<file path="src/rtl/aclink_pkg.sv">
package aclink_pkg;
    localparam int TAG_W    = 16;
    localparam int SLOT_W   = 20;
    localparam int NSLOT    = 12;
    localparam int NCAP     = 6;
    localparam int SAMPLE_W = 18;
    localparam int NGPIO    = 2;
    localparam int ADDR_W   = 7;
    localparam int DATA_W   = 16;
    localparam int FRAME_W  = TAG_W + NSLOT * SLOT_W;
    localparam int CAP_SLOT0 = 3;
    localparam int GPIO_SLOT = 12;
    localparam int GPIO_LSB  = 4;
    localparam int ADDR_LSB  = 12;
endpackage

</file>
<file path="src/rtl/aclink_shift.sv">
module aclink_shift
    import aclink_pkg::*;
#(
    parameter int W = FRAME_W
) (
    input  logic         clk,
    input  logic         rst_n,
    input  logic         sync,
    input  logic [W-1:0] frame_in,
    output logic         load,
    output logic         sdata
);
    localparam int CNT_W = $clog2(W + 1);

    typedef struct packed {
        logic             sync_prev;
        logic [W-1:0]     sh;
        logic [CNT_W-1:0] cnt;
    } st_t;

    st_t st_d, st_q;

    assign load  = sync & ~st_q.sync_prev;
    assign sdata = st_q.sh[W-1];

    always_comb begin
        st_d = st_q;
        st_d.sync_prev = sync;
        if (load) begin
            st_d.sh  = frame_in;
            st_d.cnt = CNT_W'(W);
        end else if (st_q.cnt != '0) begin
            st_d.sh  = {st_q.sh[W-2:0], 1'b0};
            st_d.cnt = st_q.cnt - 1'b1;
        end
    end

    always_ff @(posedge clk) begin
        if (!rst_n) st_q <= '0;
        else        st_q <= st_d;
    end


    idle_quiet_chk: assert property (@(posedge clk) disable iff (!rst_n)
        (st_q.cnt == '0) |-> !sdata);
endmodule

</file>
<file path="src/rtl/aclink_rdresp.sv">
module aclink_rdresp
    import aclink_pkg::*;
#(
    parameter int AW = ADDR_W
) (
    input  logic          clk,
    input  logic          rst_n,
    input  logic          load,
    input  logic          rd_req,
    input  logic [AW-1:0] rd_addr,
    output logic          resp_v,
    output logic [AW-1:0] resp_addr
);
    typedef struct packed {
        logic          pend;
        logic [AW-1:0] addr;
    } st_t;

    st_t st_d, st_q;

    assign resp_v    = st_q.pend;
    assign resp_addr = st_q.addr;

    always_comb begin
        st_d = st_q;
        if (load)   st_d.pend = 1'b0;
        if (rd_req) begin
            st_d.pend = 1'b1;
            st_d.addr = rd_addr;
        end
    end

    always_ff @(posedge clk) begin
        if (!rst_n) st_q <= '0;
        else        st_q <= st_d;
    end


    resp_consumed_chk: assert property (@(posedge clk) disable iff (!rst_n)
        (load && !rd_req) |=> !resp_v);

    late_req_kept_chk: assert property (@(posedge clk) disable iff (!rst_n)
        (load && rd_req) |=> (resp_v && resp_addr == $past(rd_addr)));
endmodule

</file>
<file path="src/rtl/aclink_gpio.sv">
module aclink_gpio
    import aclink_pkg::*;
#(
    parameter int N = NGPIO
) (
    input  logic         clk,
    input  logic         rst_n,
    input  logic         load,
    input  logic [N-1:0] pin,
    input  logic [N-1:0] dir,
    input  logic [N-1:0] ctl,
    input  logic [N-1:0] wen,
    input  logic         wr,
    input  logic [N-1:0] wdata,
    output logic [N-1:0] level,
    output logic         irq_flag
);
    typedef struct packed {
        logic         primed;
        logic [N-1:0] pin_prev;
        logic [N-1:0] ctl_prev;
        logic [N-1:0] irq;
    } st_t;

    st_t st_d, st_q;
    logic [N-1:0] evt;

    always_comb begin
        evt      = st_q.primed ? ((pin ^ st_q.pin_prev) & ~dir & wen) : '0;
        level    = (dir & st_q.ctl_prev) | (~dir & pin);
        irq_flag = |(st_q.irq | evt);
        st_d = st_q;
        if (wr) st_d.irq = st_q.irq & wdata;
        if (load) begin
            st_d.irq      = st_d.irq | evt;
            st_d.pin_prev = pin;
            st_d.ctl_prev = ctl;
            st_d.primed   = 1'b1;
        end
    end

    always_ff @(posedge clk) begin
        if (!rst_n) st_q <= '0;
        else        st_q <= st_d;
    end

    for (genvar i = 0; i < N; i++) begin : g_chk

        irq_sticky_chk: assert property (@(posedge clk) disable iff (!rst_n)
            (st_q.irq[i] && !(wr && !wdata[i])) |=> st_q.irq[i]);

        irq_at_load_chk: assert property (@(posedge clk) disable iff (!rst_n)
            $rose(st_q.irq[i]) |-> $past(load));
    end
endmodule

</file>
<file path="src/rtl/aclink_in_frame.sv">
module aclink_in_frame
    import aclink_pkg::*;
(
    input  logic                     bit_clk,
    input  logic                     rst_n,
    input  logic                     sync,
    output logic                     ser_out,
    input  logic                     codec_ready,
    input  logic                     rd_req,
    input  logic [ADDR_W-1:0]        rd_addr,
    output logic [ADDR_W-1:0]        reg_addr,
    input  logic [DATA_W-1:0]        reg_data,
    input  logic [NCAP-1:0]          cap_valid,
    input  logic [NCAP*SAMPLE_W-1:0] cap_data,
    input  logic [NGPIO-1:0]         gpio_pin,
    input  logic [NGPIO-1:0]         gpio_dir,
    input  logic [NGPIO-1:0]         gpio_ctl,
    input  logic [NGPIO-1:0]         wake_en,
    input  logic                     gst_wr,
    input  logic [NGPIO-1:0]         gst_wdata
);
    localparam int TAG_TOP = FRAME_W - 1;

    logic               load;
    logic               resp_v;
    logic [NGPIO-1:0]   gpio_level;
    logic               irq_flag;
    logic [FRAME_W-1:0] frame_d;

    function automatic int slot_lo(input int s);
        return FRAME_W - TAG_W - SLOT_W * s;
    endfunction

    aclink_shift #(.W(FRAME_W)) u_shift (
        .clk(bit_clk), .rst_n(rst_n), .sync(sync),
        .frame_in(frame_d), .load(load), .sdata(ser_out)
    );

    aclink_rdresp #(.AW(ADDR_W)) u_rd (
        .clk(bit_clk), .rst_n(rst_n), .load(load),
        .rd_req(rd_req), .rd_addr(rd_addr),
        .resp_v(resp_v), .resp_addr(reg_addr)
    );

    aclink_gpio #(.N(NGPIO)) u_gpio (
        .clk(bit_clk), .rst_n(rst_n), .load(load),
        .pin(gpio_pin), .dir(gpio_dir), .ctl(gpio_ctl), .wen(wake_en),
        .wr(gst_wr), .wdata(gst_wdata),
        .level(gpio_level), .irq_flag(irq_flag)
    );

    always_comb begin
        frame_d = '0;
        frame_d[TAG_TOP] = codec_ready;
        if (codec_ready) begin
            frame_d[TAG_TOP-1] = resp_v;
            frame_d[TAG_TOP-2] = resp_v;
            for (int i = 0; i < NCAP; i++)
                frame_d[TAG_TOP-CAP_SLOT0-i] = cap_valid[i];
            frame_d[TAG_TOP-GPIO_SLOT] = 1'b1;
        end
        if (resp_v) begin
            frame_d[slot_lo(1)+ADDR_LSB +: ADDR_W]      = reg_addr;
            frame_d[slot_lo(2)+SLOT_W-DATA_W +: DATA_W] = reg_data;
        end
        for (int i = 0; i < NCAP; i++)
            frame_d[slot_lo(CAP_SLOT0+i)+SLOT_W-SAMPLE_W +: SAMPLE_W] =
                cap_data[i*SAMPLE_W +: SAMPLE_W];
        frame_d[slot_lo(GPIO_SLOT)+GPIO_LSB +: NGPIO] = gpio_level;
        frame_d[slot_lo(GPIO_SLOT)]                   = irq_flag;
    end


    tag_ready_chk: assert property (@(posedge bit_clk) disable iff (!rst_n)
        load |=> (ser_out == $past(codec_ready)));
endmodule

</file>
<file path="config.mk">
export PLATFORM = sky130hd
export DESIGN_NAME = aclink_in_frame
export DESIGN_NICKNAME = d
export VERILOG_FILES = /design/src/rtl/aclink_pkg.sv /design/src/rtl/aclink_shift.sv /design/src/rtl/aclink_rdresp.sv /design/src/rtl/aclink_gpio.sv /design/src/rtl/aclink_in_frame.sv
export SDC_FILE = /design/constraint.sdc
export NUM_CORES = 1
export LEC_CHECK = 0
export BUFFER_PORTS_ARGS = -buffer_cell sky130_fd_sc_hd__buf_2
export CAP_MARGIN = 15
export CORE_MARGIN = 1
export CORE_UTILIZATION = 25
export CTS_CLUSTER_SIZE = 14
export DETAILED_ROUTE_END_ITERATION = 16
export GPL_TIMING_DRIVEN = 0
export HOLD_SLACK_MARGIN = 0.08
export PLACE_DENSITY = 0.46
export SLEW_MARGIN = 5
export SYNTH_ARGS = -nofsm -noshare
export SYNTH_HDL_FRONTEND = slang
export SYNTH_SLANG_ARGS = --single-unit
</file>
<file path="constraint.sdc">
create_clock -name bit_clk -period 2.95 [get_ports bit_clk]
set_input_delay 0.59 -clock bit_clk [delete_from_list [all_inputs] [get_ports bit_clk]]
set_output_delay 0.59 -clock bit_clk [all_outputs]
set_load 0.02 [all_outputs]
</file>
[After elaboration in Yosys (flattened, before gate mapping)]
Index checks and enable logic that the tools add are counted.
Operators by class
  $add $sub $neg: 1
  multiply operators: 0
  divide/modulo/power cells: 0
  magnitude comparators: 0
  equality and inequality tests: 0
  shifts and indexed selects: 0
  mux-type cells: 11
  bitwise gates (word level): 13
  reduce and logical (&&, ||, !) cells: 5
Operator list (number)
  $mux 265: 2
  $mux 16: 1
  $mux 8: 2
  $and 2x2->2: 5
  $reduce_bool 9->1: 1
  $sub 9x1->9 const B: 1
  $mux 7: 1
  $mux 2: 3
  $or 2x2->2: 3
  $reduce_bool 2->1: 2
  $reduce_or 2->1: 2
  $mux 1: 2
  $not 1->1: 2
  $not 2->2: 1
  $xor 2x2->2: 1
  $and 1x1->1: 1
Word-level totals
  bits in registers: 281
  latch bits: 0
  memory bits (writable): 0
  memory bits (read-only): 0
  bits of input ports: 153
  output and inout bits: 8
  word-level logic and storage cells: 41
  memories kept: 0

[Logic depth before layout (Yosys ltp)]
  depth after elaboration: 7
  mapped depth: 8
  gate-level depth less buffers: 6

[Cells and area by module]
Synthesis repeated with hierarchy kept, for this count alone.
Second synthesis, totals
  cell total of the unflattened synthesis: 1628
  area, all modules: 13035.0 um^2
Modules (own cells, without submodules)
  aclink_shift: instances 1, cells each 1536, area each 12169.2 um^2, sequential area each 5325.1 um^2
  aclink_gpio: instances 1, cells each 34, area each 330.3 um^2, sequential area each 140.1 um^2
  aclink_rdresp: instances 1, cells each 25, area each 299.0 um^2, sequential area each 160.2 um^2
  aclink_in_frame: instances 1, cells each 33, area each 236.5 um^2, sequential area each 0.0 um^2

[Least setup slack after synthesis]
No wires, ideal clock.
  path kind: register -> register
  start: reg u_shift.st_q[0] in the netlist's numbering
  end: reg u_shift.st_q[219] in the netlist's numbering
  setup time: 0.125 ns
  arrival: 1.806 ns
  data required time: 2.825 ns
  path slack: 1.019 ns
  cell stages (with the launch flop): 9
  buffers on the path: 2
  clock period less this slack: 1.931 ns
  cells stage by stage: dfxtp_1 > inv_1 > ha_1 > or4b_4 > nor2_4 > buf_8 > buf_12 > mux2i_1 > o21ai_2
Between the ends
  longest elaborated chain between the ends: 2
Ends and longest elaborated chain
  from (decl): line aclink_shift.sv:21  | st_t st_d, st_q;
  from (signal assigned): line aclink_shift.sv:40  | else st_q <= st_d;
  $reduce_bool 9->1: line aclink_shift.sv:32  | end else if (st_q.cnt != '0) begin
  $reduce_bool 2->1 (no source line)
Every way passes these cells.
A chain may end at the register's enable or synchronous reset.

[Final worst setup path]
  start: reg u_shift.st_q[0] in the netlist's numbering
  end: reg u_shift.st_q[207] in the netlist's numbering
Same word-level chain as after synthesis.

==> results.tsv <==
stage	metric	value	unit
route	Pre-Repair DR Iteration Count	8	
floorplanning	Row Count	76	
placed_design	GPL Wtd Cong	0.767	
worst_setup_path	Worst Path Max Fanout	10	
floorplanning	Initial Util	0.254	
cells_and_area	post-route insts no fill	2173	
grt	vias in the first global route	8998	
synth	Netlist cell types	42	
placed_design	Port Buffers	158	
pwr	Worst VDD drop	431	uV
timing	RSZ-0062 raised after global routing	false	
clock_tree	maximum buffer depth of the clock tree	3	
grt	first-pass GRT wire length	47000	um
clock_tree	CTS sink count	281	
route	Vias/cell	4.50	
synth	Syn Area/Cell	7.97	um^2
timing	Slew Limit Headroom	0.285	
worst_setup_path	Largest stage delay, worst path	0.59	ns
synth	largest area contributor in the synthesized netlist	dfxtp_1	
placed_design	DP Cell Count	2116	
grt	gr ovfl total	0	
placed_design	placed instance area	0.0125	mm^2
clock_tree	clock slew at reported path FFs	0.06	ns
floorplanning	chip width	211	um
synth	top cell type's share of synthesized area	0.514	
timing	Fin Setup TNS	0	ns
min_path	HP Class	in2reg	
pwr	Pwr Density	993	mW/mm^2
cells_and_area	nets	1722	
clock_tree	hold_buf cts	0	
floorplanning	Die ar.	0.0446	mm^2
cells_and_area	Synth-to-Final Area Change	24.1	%
clock_tree	insertion delay to the later sink of the worst-skew pair	0.54	ns
clock_tree	CTS buffer count	35	
synth	Syn Nets	1527	
synth	count leader, synth	nand2_1	
worst_setup_path	CP max stage cell	clkbuf_1	
worst_setup_path	crit-path cells	inv_1, ha_1, nor4b_1, nand2_1, clkbuf_1, clkbuf_1, nand2_1, a31oi_1	
timing	Final Critical Period	2.46	ns
floorplanning	IO Pins	161	
route	WL per Instance	13.6	um
synth	predominant post-synthesis flop cell	dfxtp_1	
worst_setup_path	crit start category	register	
timing	Final period util	0.834	
clock_tree	clock tree from TritonCTS	done	
timing	final hold violations	0	
route	drt total wl	29500	um
route	Final ANT Viol Nets	0	
worst_setup_path	CP Data Required Time	3.40	ns
floorplanning	Die Span Y	211	um
grt	initial antenna violation count	4	
status	outcome	finished clean	
worst_setup_path	CP Class	reg2reg	
floorplanning	Core ar.	0.0431	mm^2
clock_tree	clock root buffer	clkbuf_16	
timing	Fin Clk Skew	0.0237	ns
synth	FFs w/ async S/R, synth	0	
clock_tree	post-CTS setup buffers	0	
timing	Fmax achieved	0.407	GHz
timing	hold slack	0.249	ns
route	Iteration-0 DRC Markers	636	
timing	Worst Tran Pin Value	1.07	ns
synth	sequential area share after synthesis	0.514	
route	DR vias	9768	
synth	Post-synth EDFFs	0	
grt	GRT Total Usage	0.132	
synth	Synth Cell Area	0.0109	mm^2
cells_and_area	Post-Layout Inst Area	0.0136	mm^2
placed_design	hpwl dp	20800	um
timing	fin. max-slew vios	0	
worst_setup_path	crit path DAT	2.91	ns
cells_and_area	share of cells above drive strength 1	0.153	
cells_and_area	Antenna Cells	0	
pwr	Tot Pwr	13.5	mW
synth	most frequent cells after synthesis	nand2_1 (492), dfxtp_1 (281), a21oi_1 (123), o21ai_0 (117), a31oi_1 (114)	
clock_tree	PostCTS Resize Cnt	0	
worst_setup_path	crit end category	register	
job	max-cap violations	0	
route	Residual DRC	0	
synth	Cells after Synth	1373	
synth	yosys warns	0	
grt	largest net degree at the start of global routing	12	
pwr	leak pwr	4.78	nW
clock_tree	# H-tree levels	2	
synth	Yosys reg bits	281	
synth	top post-synthesis cells by area	dfxtp_1 (51%), nand2_1 (17%), a31oi_1 (6.5%)	
timing	Final setup viols	0	
power by group:
| group | switching [mW] | internal (mW) |
|---|---|---|
| registers | 0.231 | 4.22 |
| clock network | 1.65 | 2.53 |
| logic | 3.29 | 1.56 |
worst max-delay path, delay by kind of cell (launching register included):
family	cells	cell delay (ns)
buf+inv	3	1.17
fa+ha+maj	1	0.24
simple gates	3	0.44
compound gates	1	0.19
flops	1	0.32
area by class of cell:
type,instances,area (um^2)
fill,4661,29500
timing repair buffer,158,791
sequential,281,5630
buffer,118,606
clock inverter,7,125
clock buffer,50,992
inverter,3,11.3
multi-input combinational,971,4700
tap,585,732
flip-flops by register name (all words and copies together) (netlist names):
name	flops
u_rd.resp_addr	7
u_rd.resp_v	1
u_shift.st_q	265
u_shift.sdata	1
u_gpio.st_q	7
layout by cell type, fill, tap and decap left out, types with 3 or more instances in the layout:
cell type / Yosys / layout
buf_1: 4 / 4
nor3_1: 14 / 14
nand2_1: 492 / 492
clkbuf_16: 0 / 35
a21oi_1: 123 / 123
buf_2: 5 / 163
clkbuf_1: 85 / 94
a31oi_1: 114 / 114
xnor2_1: 5 / 5
o21ai_1: 17 / 17
a21boi_0: 8 / 8
clkbuf_8: 0 / 6
or4_1: 3 / 3
buf_4: 12 / 12
buf_6: 9 / 9
dfxtp_1: 281 / 281
nor2b_1: 9 / 9
o21ai_0: 117 / 117
nor2_1: 6 / 6
nor4b_1: 7 / 7
inv_1: 3 / 3
mux2i_1: 30 / 30
o21ai_2: 3 / 3
final timing paths:
| check | startpoint | endpoint | slack (ns) | cells past startpoint |
|---|---|---|---|---|
| max | u_shift.st_q[0] | u_shift.st_q[207] | 0.49 | 8 |
| min | reg_data[4] | u_shift.st_q[217] | 0.25 | 3 |
| max reg2reg | u_shift.st_q[0] | u_shift.st_q[207] | 0.49 | 8 |
| min reg2reg | u_shift.st_q[56] | u_shift.st_q[57] | 0.45 | 2 |
routing by layer:
layer	up-vias	wire length, um	GRT usage
met5	-	27	0
met4	4	640	0.0400
met3	48	1200	0.0263
met2	172	13500	0.214
met1	4497	14200	0.174
li1	5047	-	-
kinds of logic (layout without fill, tap and decap cells):
kind of cell	Yosys count	in the layout	share of synthesized area
buffers and inverters	121	336	0.0564
XOR/XNOR	6	6	0.00480
AO/OA/AOI/OAI	389	389	0.196
multiplexers	32	32	0.0295
adder cells (fa/ha/maj)	1	1	0.00114
flip-flops	281	281	0.514
AND/OR/NAND/NOR	543	543	0.198
stage by stage:
stage	setup WS [ns]	util
floorplan	1.02	-
global placement	0.145	0.289
detailed placement	0.125	0.289
CTS	0.412	0.315
global route	0.221	0.315
finish	0.491	0.315
No activity file was read; power rests on OpenSTA's default activity.
